**config.mk**
```make
export PLATFORM = sky130hd
export DESIGN_NAME = wse_gen
export DESIGN_NICKNAME = d
export VERILOG_FILES = /design/src/rtl/wse_pkg.sv /design/src/rtl/wse_sched_cnt.sv /design/src/rtl/wse_weight_sel.sv /design/src/rtl/wse_gen.sv
export SDC_FILE = /design/constraint.sdc
export NUM_CORES = 1
export LEC_CHECK = 0
export ABC_AREA = 1
export BUFFER_PORTS_ARGS = -buffer_cell sky130_fd_sc_hd__buf_2
export CAP_MARGIN = 20
export CORE_ASPECT_RATIO = 1.25
export CORE_MARGIN = 8
export CORE_UTILIZATION = 45
export CTS_BUF_LIST = sky130_fd_sc_hd__clkbuf_16
export DETAILED_ROUTE_END_ITERATION = 16
export GPL_TIMING_DRIVEN = 0
export HOLD_SLACK_MARGIN = 0.06
export PLACE_DENSITY_LB_ADDON = 0.25
export SLEW_MARGIN = 10
export SYNTH_ARGS = -nofsm -noshare
export SYNTH_HDL_FRONTEND = slang
export SYNTH_HIERARCHICAL = 1
export SYNTH_SLANG_ARGS = --single-unit
export TNS_END_PERCENT = 50
```
**constraint.sdc**
```tcl
create_clock -name clk -period 3.65 [get_ports clk]
set_input_delay 0.5475 -clock clk [delete_from_list [all_inputs] [get_ports clk]]
set_output_delay 0.5475 -clock clk [all_outputs]
set_load 0.02 [all_outputs]
```
**src/rtl/wse_pkg.sv**
```systemverilog
package wse_pkg;
  localparam int RBITS = 3;
  localparam int CFGW  = 3;
  localparam int CONV_BIT = 2;

  typedef enum logic [1:0] {
    W_HALF  = 2'b00,
    W_5_8   = 2'b01,
    W_3_4   = 2'b10,
    W_7_8   = 2'b11
  } weight_e;

  // Weighted bit from three unbiased random bits; r[0] always forces 1.
  function automatic logic weighted_bit(weight_e w, logic [RBITS-1:0] r);
    logic b;
    case (w)
      W_HALF:  b = r[0];
      W_5_8:   b = r[0] | (r[1] & r[2]);
      W_3_4:   b = r[0] | r[1];
      default: b = r[0] | r[1] | r[2];
    endcase
    return b;
  endfunction
endpackage

```
**src/rtl/wse_sched_cnt.sv**
```systemverilog
module wse_sched_cnt #(
  parameter int W = 6
) (
  input  logic         clk,
  input  logic         rst_n,
  input  logic         run_i,
  input  logic [W-1:0] limit_i,
  output logic         shift_o,
  output logic         capture_o
);
  logic [W-1:0] cnt_q;
  logic         at_end;

  function automatic logic [W-1:0] next_count(logic run, logic last, logic [W-1:0] c);
    if (!run || last) return '0;
    return c + 1'b1;
  endfunction

  assign at_end    = (cnt_q >= limit_i);
  assign shift_o   = run_i & ~at_end;
  assign capture_o = run_i & at_end;

  always_ff @(posedge clk or negedge rst_n) begin
    if (!rst_n) cnt_q <= '0;
    else        cnt_q <= next_count(run_i, at_end, cnt_q);
  end
endmodule

```
**src/rtl/wse_weight_sel.sv**
```systemverilog
module wse_weight_sel
  import wse_pkg::*;
(
  input  logic [CFGW-1:0]  cfg_i,
  input  logic [RBITS-1:0] rnd_i,
  input  logic             conv_shift_i,
  output logic             en_o
);
  always_comb begin
    if (cfg_i[CONV_BIT]) en_o = conv_shift_i;
    else                 en_o = weighted_bit(weight_e'(cfg_i[1:0]), rnd_i);
  end
endmodule

```
**src/rtl/wse_gen.sv**
```systemverilog
module wse_gen
  import wse_pkg::*;
#(
  parameter int NSEG = 4,
  parameter int DW   = 6,
  parameter int LW   = 6
) (
  input  logic                  clk,
  input  logic                  rst_n,
  input  logic                  test_mode_i,
  input  logic                  phase_i,
  input  logic [NSEG*RBITS-1:0] rnd_i,
  input  logic [NSEG*CFGW-1:0]  cfg_i,
  input  logic [DW-1:0]         depth_i,
  input  logic [NSEG*LW-1:0]    seg_len_i,
  output logic [NSEG-1:0]       scan_en_o,
  output logic                  det_capture_o
);
  logic            det_run;
  logic            det_shift;
  logic            det_cap;
  logic [NSEG-1:0] rnd_en;

  assign det_run = test_mode_i & phase_i;

  wse_sched_cnt #(.W(DW)) u_det_cnt (
    .clk(clk), .rst_n(rst_n), .run_i(det_run), .limit_i(depth_i),
    .shift_o(det_shift), .capture_o(det_cap)
  );

  for (genvar k = 0; k < NSEG; k++) begin : g_seg
    logic conv_run;
    logic conv_shift;
    logic conv_cap;
    assign conv_run = test_mode_i & ~phase_i & cfg_i[k*CFGW+CONV_BIT];

    wse_sched_cnt #(.W(LW)) u_conv_cnt (
      .clk(clk), .rst_n(rst_n), .run_i(conv_run),
      .limit_i(seg_len_i[k*LW +: LW]),
      .shift_o(conv_shift), .capture_o(conv_cap)
    );

    wse_weight_sel u_sel (
      .cfg_i(cfg_i[k*CFGW +: CFGW]), .rnd_i(rnd_i[k*RBITS +: RBITS]),
      .conv_shift_i(conv_shift & ~conv_cap), .en_o(rnd_en[k])
    );

    always_comb begin
      if (!test_mode_i) scan_en_o[k] = 1'b0;
      else if (phase_i) scan_en_o[k] = det_shift;
      else              scan_en_o[k] = rnd_en[k];
    end
  end

  assign det_capture_o = det_cap;
endmodule

```
==> results.toml <==
[status]
status = "complete, no violations"

[worst_setup_path]
crit_path_top_delay_cell = "dfrtp_1"
crit_fanout = 7
r2r_end = "g_seg[0].u_conv_cnt/cnt_q[0]$_DFF_PN0_"
path_delay_family = "simple AND/OR/NAND/NOR gates"
r2r_slack_ns = 2.29
critPathKind = "reg -> out"
r2r-start = "g_seg[0].u_conv_cnt/cnt_q[3]$_DFF_PN0_"
end_kind = "output pin"
cp.required_ns = 3.10
ff2ff_path_depth = 6
start_kind = "flip-flop"
crit_buf_inv = 3
cpPeakStageDelay_ns = 0.41
crit_chain = "ha_1 -> nand2_1 -> nand2_1 -> a21oi_4 -> nand3_4 -> inv_1 -> inv_1 -> nor2_1 -> nor2_1 -> nor2_1 -> nand3_1 -> nand2_1 -> buf_2"
cp.arrival_ns = 2.19

[logic_synthesis]
synth_compound_area_share_pct = 4.50
synth_top_family_by_area = "simple AND/OR/NAND/NOR gates"
ys_types = 15
yosys.area_share.simple_pct = 32.9
syn_area_um2 = 2640
synthAdderAreaFrac_pct = 16.6
syn_nets = 452
synthXorXnorAreaFrac_pct = 4.97
netlist.area_leader.share_pct = 28.4
synthCells = 359
synth_seq_area_share_pct = 28.4
synth-seq-cells = 30
synth.avg_cell_area_um2 = 7.36
synth_area_leader_cell = "dfrtp_1"
synth.top_cells.by_area = "dfrtp_1, ha_1, inv_1"
ys_warn_count = 6
synthMuxAreaShare_pct = 0

[timing]
worst_slew_pin_slew_ns = 0.680
fmax_mhz = 366
finalCriticalPeriod_ns = 2.73
rsz0062_at_grt = "false"
fin_crit_sh_pct = 74.9
fin_skew_ns = 0.00179
finalSetupTns_ns = 0
drv_slew = 0
hold_viol = 0
setup_violations = 0
relSlewSlack_pct = 54.7

[place]
dp_hpwl_um = 4280
gp_congestion = 0.764
port_buffers = 62

[grt]
overflow = 0
grt_max_degree = 31
grt_pass1_wl_um = 9110
grt_use_total_pct = 12.9
grt_pass1_vias = 2303
antenna_found_initial = 0

[route]
dr.pass1.iters = 4
first_iter_violations = 42
wl_um = 4970
ant_nets = 0
wl_per_cell_um = 10.1
drc_errors = 0
vias_per_cell = 4.43
num_vias = 2185

[cells_and_area]
final_common_cell = "inv_1"
diodes = 0
final_cell_mix = "inv_1, nand2_1, buf_2"
nets = 521
drive_above_1_share_pct = 27.4
syn2layout_area_growth_pct = 19.7
post-route-util_pct = 55.1

[clock_tree]
cts_tree = "done"
clk_latency_ns = 0.26
root_buffer = "clkbuf_16"
post_cts_buffers = 0
clock_sinks = 30
cts.clk_slew.worst_paths_ns = 0.05
cts_resized = 0
hold_buffers = 0
cts_inserted_buffers = 5
h-tree-depth = 2
clockBufferDepth = 2

[die]
dieArea_um2 = 8600
top_level_ports = 63
initial_utilization_pct = 46.0
coreArea_um2 = 5740
rows = 31
fp.dieW_um = 84.5
die_h_um = 102

[job]
cap_viol_max_count = 0

[power]
pwr_density_cell_nw_per_um2 = 262
p_leak_nw = 1.81
ir_drop_v = 0.000175

[min_path]
hold_class = "in -> async"
power by group:
group	total [mW]	internal, mW	switching [mW]
logic	0.125	0.0541	0.0710
clock network	0.364	0.241	0.124
registers	0.341	0.337	0.00401
cells in the mapped netlist:
library cell	count
nand3_2	5
ha_1	35
nor2_2	25
inv_2	5
a21oi_4	5
a21boi_1	5
inv_1	84
nand3_4	5
xor2_1	10
nand2_1	78
nand2_2	5
nand3_1	15
xnor2_1	5
nor2_1	47
dfrtp_1	30
logic make-up (layout without fill, tap and decap cells):
family,count (synthesis),in the layout
DFF,30,30
adders and majority gates,35,35
AOI/OAI and AO/OA,10,10
xor gates and xnor gates,15,15
and+or+nand+nor,180,180
buffers and inverters,89,157
worst reg2reg max path: cells and delay by family, from the launching register on:
family,cells,cell delay [ns]
DFF,1,0.41
and+or+nand+nor,4,0.39
adders and majority gates,1,0.31
AOI/OAI and AO/OA,1,0.17
per-layer routing:
layer	vias to the layer above	part of all wire, %	global-route usage [%]
li1	1197	-	-
met1	947	44	13.0
met2	41	50	24.3
met3	0	6.3	4.63
met4	0	0	3.30
met5	-	0	0
layout make-up:
type / instances / area (µm²)
Fill cell: 538 / 2580
Timing Repair Buffer: 62 / 310
Clock buffer: 5 / 125
Inverter: 89 / 334
Clock inverter: 1 / 3.75
Multi-Input combinational cell: 240 / 1560
Tap cell: 66 / 82.6
Sequential cell: 30 / 751
state kept, by name (all words and copies together), names as in the netlist:
name / flops
g_seg.u_conv_cnt/cnt_q: 24
u_det_cnt/cnt_q: 6
worst max-delay path by stage:
| stage | cells after the start | start | slack (ns) | endpoint |
|---|---|---|---|---|
| global placement | 15 | seg_len_i[5] | 0.99 | scan_en_o[0] |
| finish | 13 | g_seg[0].u_conv_cnt/cnt_q[3]$_DFF_PN0_ | 0.92 | scan_en_o[0] |
| global route | 16 | g_seg[3].u_conv_cnt/cnt_q[0]$_DFF_PN0_ | 0.71 | scan_en_o[3] |
| floorplan | 13 | seg_len_i[5] | 1.30 | scan_en_o[0] |
| CTS | 13 | g_seg[0].u_conv_cnt/cnt_q[3]$_DFF_PN0_ | 0.90 | scan_en_o[0] |
| detailed placement | 15 | seg_len_i[5] | 0.95 | scan_en_o[0] |
through the flow:
step	hold WS [ns]	total power [mW]	setup slack, ns	cell area [µm²]	cells
floorplan	0.252	0.417	1.30	2640	359
global placement	0.495	0.470	0.990	3040	487
detailed placement	0.502	0.474	0.950	3040	487
CTS	0.345	0.845	0.902	3160	493
global route	0.379	0.882	0.712	3160	493
finish	0.321	0.830	0.917	3160	493
No activity file was read; power rests on OpenSTA's default activity.
